## config.mk

```make
export PLATFORM = sky130hd
export DESIGN_NAME = pwmbank_regs
export DESIGN_NICKNAME = d
export VERILOG_FILES = /design/src/rtl/pwmbank_pkg.sv /design/src/rtl/pwmbank_ctrl.sv /design/src/rtl/pwmbank_dp.sv /design/src/rtl/pwmbank_regs.sv
export SDC_FILE = /design/constraint.sdc
export NUM_CORES = 1
export LEC_CHECK = 0
export ABC_CLOCK_PERIOD_IN_PS = 2800
export CAP_MARGIN = 5
export CORE_UTILIZATION = 35
export CTS_CLUSTER_SIZE = 12
export DETAILED_ROUTE_END_ITERATION = 16
export DONT_BUFFER_PORTS = 1
export GPL_TIMING_DRIVEN = 0
export PLACE_DENSITY = 0.59
export SLEW_MARGIN = 10
export SYNTH_ARGS = -nofsm -noshare
export SYNTH_HDL_FRONTEND = slang
export SYNTH_SLANG_ARGS = --single-unit
export TNS_END_PERCENT = 30
```

## constraint.sdc

```tcl
create_clock -name clk -period 2.8 [get_ports clk]
set_input_delay 0.28 -clock clk [delete_from_list [all_inputs] [get_ports clk]]
set_output_delay 0.28 -clock clk [all_outputs]
set_load 0.03 [all_outputs]
```

## src/rtl/pwmbank_pkg.sv

```systemverilog
package pwmbank_pkg;
  localparam int DATA_W     = 8;
  localparam int ADDR_W     = 4;
  localparam int CTRL_BYTES = 7;
  localparam int WIN_W      = $clog2(CTRL_BYTES);

  localparam logic [ADDR_W-1:0] ADDR_SEL  = 4'd7;
  localparam logic [ADDR_W-1:0] ADDR_EN   = 4'd8;
  localparam logic [ADDR_W-1:0] ADDR_TLO  = 4'd9;
  localparam logic [ADDR_W-1:0] ADDR_THI  = 4'd10;
  localparam logic [ADDR_W-1:0] ADDR_TEST = 4'd11;

  localparam int THI_REQ_BIT = 6;
  localparam int THI_V8_BIT  = 7;
  localparam logic [2:0] TEST_MODE_ROUTE = 3'd1;

  typedef enum logic [2:0] {
    RD_NONE, RD_WIN, RD_SEL, RD_EN, RD_TLO, RD_THI, RD_TEST
  } rdSrc_e;

  typedef struct packed {
    logic       winWr;
    logic       selWr;
    logic       enWr;
    logic       tloWr;
    logic       thiWr;
    logic       testWr;
    rdSrc_e     rdSrc;
    logic [WIN_W-1:0] winIdx;
  } strobes_t;
endpackage

```

## src/rtl/pwmbank_ctrl.sv

```systemverilog
module pwmbank_ctrl
  import pwmbank_pkg::*;
(
  input  logic [ADDR_W-1:0] addr,
  input  logic              we,
  output strobes_t          strb
);
  always_comb begin
    strb = '0;
    strb.rdSrc = RD_NONE;
    strb.winIdx = addr[WIN_W-1:0];
    if (addr < ADDR_W'(CTRL_BYTES)) begin
      strb.rdSrc = RD_WIN;
      strb.winWr = we;
    end else begin
      unique case (addr)
        ADDR_SEL:  begin strb.rdSrc = RD_SEL;  strb.selWr  = we; end
        ADDR_EN:   begin strb.rdSrc = RD_EN;   strb.enWr   = we; end
        ADDR_TLO:  begin strb.rdSrc = RD_TLO;  strb.tloWr  = we; end
        ADDR_THI:  begin strb.rdSrc = RD_THI;  strb.thiWr  = we; end
        ADDR_TEST: begin strb.rdSrc = RD_TEST; strb.testWr = we; end
        default:   strb.rdSrc = RD_NONE;
      endcase
    end
  end
endmodule

```

## src/rtl/pwmbank_dp.sv

```systemverilog
module pwmbank_dp
  import pwmbank_pkg::*;
#(
  parameter int NUM_BANKS = 8,
  parameter int LUT_IDX_W = 6
) (
  input  logic                                 clk,
  input  logic                                 rst,
  input  strobes_t                             strb,
  input  logic [DATA_W-1:0]                    wrData,
  input  logic [NUM_BANKS-1:0]                 chanPwm,
  output logic [DATA_W-1:0]                    rdData,
  output logic [NUM_BANKS*CTRL_BYTES*DATA_W-1:0] ctrlBytes,
  output logic [NUM_BANKS-1:0]                 bankEn,
  output logic [NUM_BANKS-1:0]                 cfgLoad,
  output logic                                 lutWrEn,
  output logic [LUT_IDX_W-1:0]                 lutWrIdx,
  output logic [DATA_W:0]                      lutWrVal,
  output logic                                 testOut
);
  localparam int BANK_W = (NUM_BANKS > 1) ? $clog2(NUM_BANKS) : 1;

  logic [DATA_W-1:0] ctrlMem [NUM_BANKS][CTRL_BYTES];
  logic [BANK_W-1:0] selReg;
  logic [DATA_W-1:0] tloReg, thiReg;
  logic [5:0]        testReg;
  logic [2:0]        testMode;
  logic [BANK_W-1:0] testBank;

  for (genvar b = 0; b < NUM_BANKS; b++) begin : g_bank
    for (genvar k = 0; k < CTRL_BYTES; k++) begin : g_byte
      always_ff @(posedge clk) begin
        if (rst) ctrlMem[b][k] <= '0;
        else if (strb.winWr && selReg == BANK_W'(b) && strb.winIdx == WIN_W'(k))
          ctrlMem[b][k] <= wrData;
      end
      assign ctrlBytes[(b*CTRL_BYTES+k)*DATA_W +: DATA_W] = ctrlMem[b][k];
    end
    always_ff @(posedge clk) begin
      if (rst) cfgLoad[b] <= 1'b0;
      else cfgLoad[b] <= strb.winWr && strb.winIdx == '0 && selReg == BANK_W'(b);
    end
  end

  always_ff @(posedge clk) begin
    if (rst) begin
      selReg   <= '0;
      bankEn   <= '0;
      tloReg   <= '0;
      thiReg   <= '0;
      testReg  <= '0;
      lutWrEn  <= 1'b0;
      lutWrIdx <= '0;
      lutWrVal <= '0;
    end else begin
      lutWrEn <= 1'b0;
      if (strb.selWr)  selReg  <= wrData[BANK_W-1:0];
      if (strb.enWr)   bankEn  <= wrData[NUM_BANKS-1:0];
      if (strb.tloWr)  tloReg  <= wrData;
      if (strb.testWr) testReg <= wrData[5:0];
      if (strb.thiWr) begin
        thiReg <= wrData;
        if (!wrData[THI_REQ_BIT]) begin
          lutWrEn  <= 1'b1;
          lutWrIdx <= wrData[LUT_IDX_W-1:0];
          lutWrVal <= {wrData[THI_V8_BIT], tloReg};
        end
      end
    end
  end

  assign testMode = testReg[5:3];
  assign testBank = testReg[BANK_W-1:0];
  assign testOut  = (testMode == TEST_MODE_ROUTE) ? chanPwm[testBank] : 1'b0;

  always_comb begin
    unique case (strb.rdSrc)
      RD_WIN:  rdData = ctrlMem[selReg][strb.winIdx];
      RD_SEL:  rdData = DATA_W'(selReg);
      RD_EN:   rdData = DATA_W'(bankEn);
      RD_TLO:  rdData = tloReg;
      RD_THI:  rdData = thiReg;
      RD_TEST: rdData = DATA_W'(testReg);
      default: rdData = '0;
    endcase
  end
endmodule

```

## src/rtl/pwmbank_regs.sv

```systemverilog
module pwmbank_regs
  import pwmbank_pkg::*;
#(
  parameter int NUM_BANKS = 8,
  parameter int LUT_IDX_W = 6
) (
  input  logic                                   clk,
  input  logic                                   rst,
  input  logic [ADDR_W-1:0]                      addr,
  input  logic [DATA_W-1:0]                      wrData,
  input  logic                                   we,
  output logic [DATA_W-1:0]                      rdData,
  input  logic [NUM_BANKS-1:0]                   chanPwm,
  output logic [NUM_BANKS*CTRL_BYTES*DATA_W-1:0] ctrlBytes,
  output logic [NUM_BANKS-1:0]                   bankEn,
  output logic [NUM_BANKS-1:0]                   cfgLoad,
  output logic                                   lutWrEn,
  output logic [LUT_IDX_W-1:0]                   lutWrIdx,
  output logic [DATA_W:0]                        lutWrVal,
  output logic                                   testOut
);
  strobes_t strb;

  pwmbank_ctrl u_ctrl (.addr(addr), .we(we), .strb(strb));

  pwmbank_dp #(.NUM_BANKS(NUM_BANKS), .LUT_IDX_W(LUT_IDX_W)) u_dp (
    .clk(clk), .rst(rst), .strb(strb), .wrData(wrData), .chanPwm(chanPwm),
    .rdData(rdData), .ctrlBytes(ctrlBytes), .bankEn(bankEn), .cfgLoad(cfgLoad),
    .lutWrEn(lutWrEn), .lutWrIdx(lutWrIdx), .lutWrVal(lutWrVal), .testOut(testOut)
  );
endmodule

```

==> After elaboration in Yosys (flattened, before gate mapping) <==
Memory sizes are Yosys's and may differ from the RTL's. A register that Yosys moved wholly into a read port is not among the register bits.
Index checks and enable logic that the tools add are counted.
{ "word_totals": {"regBits": 57, "ramBits": 448, "in_bits": 23, "out_inout_bits": 489, "word_cells": 426, "memories": 1} }
{ "memory_table": {"columns": ["name", "depth", "word_bits", "read_ports", "rd_ports_with_merged_regs", "write_ports", "line", "source"], "rows": [
  ["u_dp.ctrlMem", 8, 56, 9, 1, 8, "pwmbank_dp.sv:23", "logic [DATA_W-1:0] ctrlMem [NUM_BANKS][CTRL_BYTES];"]
]} }
{ "op_classes": {"order_cmp": 3, "n_eq_ne": 25, "n_mux": 245, "bitwise_logic": 59, "n_reduce_logical": 77} }
{ "op_table": {"columns": ["cell", "n"], "rows": [
  ["$mux 8", 58],
  ["$mux 1", 179],
  ["$logic_and 1x1->1", 73],
  ["$or 1x1->1", 56],
  ["$pmux 8 s6", 1],
  ["$eq 3x3->1 const B", 10],
  ["$bmux 8 s3", 1],
  ["$eq 3x2->1 const B", 6],
  ["$eq 4x4->1 const B", 4],
  ["$pmux 3 s5", 1],
  ["$eq 3x1->1 const B", 4],
  ["$mux 3", 3],
  ["$logic_not 3->1", 2],
  ["$mux 5", 1],
  ["$eq 4x3->1 const B", 1],
  ["$ge 4x4->1 const B", 1],
  ["$lt 3x4->1 const B", 1],
  ["$lt 4x3->1 const B", 1],
  ["$not 3->4", 1],
  ["$bmux 1 s3", 1],
  ["$not 1->1", 2],
  ["$reduce_and 2->1", 1],
  ["$reduce_or 2->1", 1]
]} }

==> Logic depth before layout (Yosys ltp) <==
Gate-level depths: netlist of run 1.
{ "depth": {"word_depth": 8, "depth_mapped": 9, "mapped_depth_nobuf": 5} }

==> By module <==
Synthesis of run 1 repeated with hierarchy kept, for this count alone.
{ "unflattened": {"hier_cells": 1745, "area_unflattened_um2": 23628.9} }
{ "by_module_without_submodules": {"columns": ["module", "instances", "cells_per_inst", "area_per_inst_um2", "seq_area_each_um2"], "rows": [
  ["pwmbank_dp", 1, 1723, 23502.5, 14654.1],
  ["pwmbank_ctrl", 1, 22, 126.4, 0.0]
]} }

==> Worst setup path before layout of run 1 <==
OpenSTA, ideal clock, no wires.
{ "synth_path": {"kind": "reg2out", "start": "register with a tool-made name", "end": "output port rdData[2]", "arrival_ns": 2.275, "path_slack_ns": 0.245, "stages_incl_launch_ff": 9, "n_path_buf": 4, "cell_sequence": "dfxtp_1 buf_6 buf_4 buf_4 buf_4 a211oi_1 o32ai_1 a211oi_1 o31ai_1"} }
{ "synth_lines": {"columns": ["item", "line", "source"], "rows": [
  ["end, declared", "pwmbank_regs.sv:12", "output logic [DATA_W-1:0] rdData,"]
]} }

==> results.toml, run 1 <==
[clock_tree]
cts_buffers = 56
root_buffer = "clkbuf_16"
cts-htree-levels = 2
cts_tree = "done"
clk_pin_slew_ns = 0.07
cts_buffer_depth = 3
clock_sinks = 508
clock_latency_ns = 0.63

[sta]
relSlewSlack = 0.03534
finalWorstSetupSlack_ns = -0.5756
worst_pin_slew_ns = 1.447
period_needed_ns = 3.376
setup_viol = 8
finalHoldViolCount = 0
rsz0062_at_grt = "true"
fmax_mhz = 296.2
setup_tns_ns = -3.945
drv_slew = 0
post-route-period-util = 1.206
skew_ns = 0.01470

[pwr]
p_leak_nw = 9.411
peakVddDrop_mv = 0.5050
cellPowerDensity_mw_per_mm2 = 638.5

[yosys]
synth_ff_type = "edfxtp_1"
syn_area_mm2 = 0.02330
synth-async-reset-ratio = 0
yosysTopAreaCellShare = 0.5774
yosysWarnings = 0
syn_nets = 1688
ys_seq_area_frac = 0.6290
synth.distinct_cells = 51
synth.top_cells.by_area = "edfxtp_1 58%, and2_1 12%, mux4_2 9.2%, dfxtp_1 5.2%, mux2i_1 2.4%"
netlist_instances = 1665
yosys_register_bits = 508
syn_avg_cell_area_um2 = 13.99
synth-edff-count = 448
synth_top_cell_by_area = "edfxtp_1"

[layout]
layout_commonest_cell = "and2_1"
final_core_util = 0.4236
most-common-layout-cells = "449 x and2_1, 448 x edfxtp_1, 105 x clkbuf_1"
nets = 1789
syn_to_final_growth_pct = 19.74
drive_above_1_share = 0.2087

[drt]
drc = 0
wirelength_mm = 115.7
viasPerCell = 6.145
avgRoutedWirePerCell_um = 43.17
vias = 16460
drt_iter0_markers = 1846
drt-pass1-iter-count = 6
ant_nets = 0

[setup_path]
cp_max_fo = 8
cp.arrival_ns = 3.10
cp.required_ns = 2.52
critPathKind = "register to output port"
worstSetupStartpointType = "register"
cp-end-kind = "output port"

[global_routing]
grt_max_degree = 14
grt_pass1_vias = 15800
grt_antenna_before_repair = 12
overflow = 0
grt_pass1_wl_mm = 149.7
grt_usage = 0.3348

[placed_design]
gp_congestion = 0.9806
place_ws_ns = -1.185
port_buffers = 0
hpwl_mm = 84.80

[floorplan]
die_area_mm2 = 0.06760
dieWidth_um = 260
start_util = 0.3537
io_pins = 512
core_mm2 = 0.06586
fp-row-count = 94
die_y_um = 260

[hold_path]
hold_path_class = "input port to register"

[status]
violations = "setup timing"
status = "complete, but fails checks"

[run]
max_cap_violations = 0
## Yosys cell counts (8+ instances only)
| cell type | instances |
|---|---|
| nor2_1 | 63 |
| mux2i_1 | 57 |
| and2_1 | 449 |
| buf_2 | 11 |
| buf_6 | 9 |
| o22ai_1 | 13 |
| mux2_2 | 8 |
| o221ai_1 | 27 |
| nand2b_1 | 12 |
| a21oi_1 | 35 |
| o21bai_1 | 56 |
| nor2_2 | 8 |
| clkbuf_1 | 101 |
| edfxtp_1 | 448 |
| a22o_1 | 17 |
| mux4_2 | 95 |
| dfxtp_1 | 60 |
| nand2_1 | 67 |
| nand3_1 | 13 |
| o21ai_0 | 34 |
## per-layer routing
layer / track usage / up-vias / part of all wire
met5: 0 / - / 0.00022
met4: 0.1242 / 4 / 0.044
met3: 0.1355 / 254 / 0.13
met2: 0.5356 / 1255 / 0.47
met1: 0.4042 / 8591 / 0.36
li1: - / 6358 / -
## worst paths after layout
check	start	endpoint	slack, ns	depth (start not counted)
worst max register to register	u_dp.selReg[2]	u_dp.ctrlMem[7][2]	0.02	4
worst max-delay path	register	rdData[5]	-0.58	9
worst min-delay path	addr[3]	register	0.10	4
worst min register to register	u_dp.thiReg[5]	u_dp.thiReg[5]	0.46	2
## worst max-delay path, stage by stage, from the launching register on
cell       delay, ns
dfxtp_4         0.43
buf_16          0.19
buf_16          0.20
buf_12          0.16
mux2i_1         0.13
o221ai_2        0.22
buf_4           0.18
o21ai_0         0.15
a2111oi_4       0.54
a211o_4         0.25
## power breakdown
group / internal (mW) / total (mW) / switching (mW)
registers: 8.47 / 9.19 / 0.725
logic: 0.304 / 1.18 / 0.877
clock network: 4.26 / 7.44 / 3.18
## registers in the layout (all words and copies together) (netlist names), named ones only
name and count:
u_dp.bankEn 8, u_dp.cfgLoad 8, u_dp.ctrlMem 448, u_dp.lutWrEn 1
u_dp.lutWrIdx 6, u_dp.lutWrVal 9, u_dp.selReg 3, u_dp.testReg 6
u_dp.thiReg 8, u_dp.tloReg 8
## kinds of logic (layout without fill, tap and decap cells)
group	after synthesis	count (layout)	share of synthesized area
AND/OR/NAND/NOR	644	644	0.1591
flip-flops	508	508	0.6290
other	0	4	0
AO/OA/AOI/OAI	217	217	0.06482
buffers and inverters	136	282	0.02685
multiplexers	160	160	0.1202
## through the flow
step	total power, mW	cell area, um2	cells	hold WS [ns]
2_1_floorplan	9.685	23300	1665	0.4057
3_5_place_dp	10.35	24390	2529	0.4117
3_3_place_gp	10.34	24380	2529	0.4081
6_report	17.81	27900	2679	0.1006
4_1_cts	17.71	27460	2665	0.07277
5_1_grt	18.08	27890	2675	0.1228
## what timing repair did
action / in CTS / in global routing
pin swaps: 23 / 15
hold endpoints to repair: 13 / 0
setup buffers: 20 / 8
resized for setup: 170 / 53
setup endpoints to repair: 16 / 56
hold buffers: 12 / 0
cloned: 4 / 2
## cell type report
type / instances / area (um2)
clock inverters: 17 / 153.9
repair buffers: 46 / 633.1
diodes: 4 / 10.01
flip-flops and latches: 508 / 14660
inverters: 2 / 7.507
clock buffers: 86 / 1663
fillers: 6061 / 37970
plain buffers: 131 / 898.4
well taps: 864 / 1081
multi-input cells: 1021 / 8788
(Power assumes the default switching activity.)
==> run 2: changes to the inputs <==
Settings changed: ABC_AREA set to 1.
==> results.toml, run 2 <==
[drt]
drt_iter0_markers = 2794
ant_nets = 0
viasPerCell = 5.977
drc = 0
vias = 20620
wirelength_mm = 121.9
avgRoutedWirePerCell_um = 35.34
drt-pass1-iter-count = 8

[hold_path]
min_from = "addr[2]"
hold_depth = 4
hold_path_class = "input port to register"

[setup_path]
reg2reg_to = "u_dp.ctrlMem[1][55]"
critPathSlowestCell = "dfxtp_1"
worstSetupStartpointType = "register"
rr_worst_depth = 7
cp_max_fo = 10
crit_path_max_incr_delay_ns = 0.50
worstPathCellList = "clkbuf_8 > buf_2 > nand3_1 > nand3_2 > nand2_2 > o21ai_2 > nand3_4 > nand2_4"
cp.arrival_ns = 2.63
r2r-start = "u_dp.selReg[0]"
critPathKind = "register to output port"
cp-end-kind = "output port"
rrSetupSlack_ns = 0.26
cp.required_ns = 2.52

[layout]
most-common-layout-cells = "566 x nand2_1, 509 x nor2_1, 448 x edfxtp_1"
top_register = "u_dp.ctrlMem"
largest_reg_flops = 448
syn_to_final_growth_pct = 23.65
drive_above_1_share = 0.1761
antenna_cells = 0
nets = 2575
fin_cells = 3450
layout_commonest_cell = "nand2_1"
final_core_util = 0.4387
top_regs = "u_dp.ctrlMem x448, u_dp.lutWrVal x9"

[pwr]
cellPowerDensity_mw_per_mm2 = 634.1
p_leak_nw = 11.05
peakVddDrop_mv = 0.4940

[yosys]
synth_commonest_cells = "608 x nand2_1, 513 x nor2_1, 448 x edfxtp_1"
yosysMostFrequentCell = "nand2_1"
synth-compound-area-share = 0.03145
syn_area_mm2 = 0.02292
yosys_register_bits = 508
synth-edff-count = 448
synthXorXnorAreaFrac = 0
ys_seq_area_frac = 0.6395
synth_ff_type = "edfxtp_1"
synth_top_family_by_area = "simple AND/OR/NAND/NOR gates"
synthMuxAreaShare = 0
netlist_instances = 2462
synth.distinct_cells = 27
yosysWarnings = 0
synth-simple-area-share = 0.2877
synth_top_cell_by_area = "edfxtp_1"
yosysTopAreaCellShare = 0.5871
syn_nets = 2485
synthAdderAreaFrac = 0
synth.top_cells.by_area = "edfxtp_1 59%, nand2_1 10%, nand3_1 9.3%, nor2_1 8.4%, dfxtp_1 5.2%"
syn_avg_cell_area_um2 = 9.308
synth-async-reset-ratio = 0

[floorplan]
fp-row-count = 93
core_mm2 = 0.06458
start_util = 0.3548
die_area_mm2 = 0.06650
io_pins = 512
dieWidth_um = 257.9
die_y_um = 257.9

[clock_tree]
clock_latency_ns = 0.63
cts-htree-levels = 2
clk_pin_slew_ns = 0.07
root_buffer = "clkbuf_16"
cts_tree = "done"
cts_buffer_depth = 3
cts_buffers = 55
clock_sinks = 508

[sta]
setup_viol = 8
period_needed_ns = 2.915
worst_pin_slew_ns = 1.390
rsz0062_at_grt = "true"
relSlewSlack = 0.07348
fmax_mhz = 343.1
skew_ns = 0.01673
post-route-period-util = 1.041
setup_tns_ns = -0.5613
drv_slew = 0
finalHoldViolCount = 0
finalWorstSetupSlack_ns = -0.1148
fin_hold_ws_ns = 0.03177

[placed_design]
gp_congestion = 0.9911
dp_cells = 3317
hpwl_mm = 90.99
port_buffers = 0

[global_routing]
grt_usage = 0.3518
overflow = 0
grt_antenna_before_repair = 2
grt_pass1_vias = 19430
grt_max_degree = 14
grt_pass1_wl_mm = 160.8

[status]
violations = "setup timing"
status = "complete, but fails checks"

[run]
max_cap_violations = 0
run 2: kinds of logic after synthesis:
kind of cell,Yosys count
and+or+nand+nor,1574
AOI/OAI and AO/OA,134
buffers and inverters,246
DFF,508
run 2: metrics by stage:
stage | cell area [um2] | setup WS (ns) | power (mW)
2_1_floorplan | 22920 | 0.6952 | 9.814
3_3_place_gp | 23990 | -0.7630 | 10.51
3_5_place_dp | 23990 | -0.7428 | 10.52
4_1_cts | 27850 | -0.03782 | 17.82
5_1_grt | 28330 | -0.1105 | 18.24
6_report | 28330 | -0.1148 | 17.97
run 2: routing by layer:
layer  part of all wire  track usage
met5           0.000066            0
met2               0.47       0.5885
met3               0.13       0.1211
met4              0.058       0.1547
met1               0.34       0.4076
run 2: cell type report:
class / count / area [um2]
buffer: 176 / 1540
multi-input combinational: 1708 / 8554
fill: 6210 / 36250
clock buffer: 77 / 1573
tap: 855 / 1070
timing repair inverter: 1 / 8.758
sequential: 508 / 14660
timing repair buffer: 33 / 452.9
clock inverter: 23 / 186.4
inverter: 69 / 287.8
run 2: worst max path at each step:
| stage | from | endpoint | slack [ns] | cells after the start |
|---|---|---|---|---|
| 2_1_floorplan | register | rdData[5] | 0.70 | 12 |
| 3_3_place_gp | register | rdData[3] | -0.76 | 11 |
| 3_5_place_dp | register | rdData[3] | -0.74 | 11 |
| 4_1_cts | register | rdData[0] | -0.04 | 12 |
| 5_1_grt | register | rdData[3] | -0.11 | 8 |
| 6_report | register | rdData[3] | -0.11 | 8 |
run 2: report_power, final:
group / internal, mW / switching, mW / total [mW] / leakage, nW
registers: 8.48 / 0.791 / 9.27 / 5.11
clock network: 4.16 / 3.14 / 7.31 / 0.869
logic: 0.310 / 1.08 / 1.39 / 5.07
total: 13.0 / 5.01 / 18.0 / 11.1
run 2: what timing repair did:
action                                  in CTS  in global routing
pin swaps                                   49                 35
buffers inserted                             1                  0
hold buffers                                13                  0
gates cloned                                10                 10
endpoints found under the setup margin       8                  8
resized for setup                          452                 82
endpoints found under the hold margin       28                  0
run 2: worst max-delay path, delay by kind of cell (launching register included):
kind,cells,cell delay [ns]
AOI/OAI and AO/OA,1,0.18
buffers and inverters,2,0.62
DFF,1,0.50
and+or+nand+nor,5,0.72
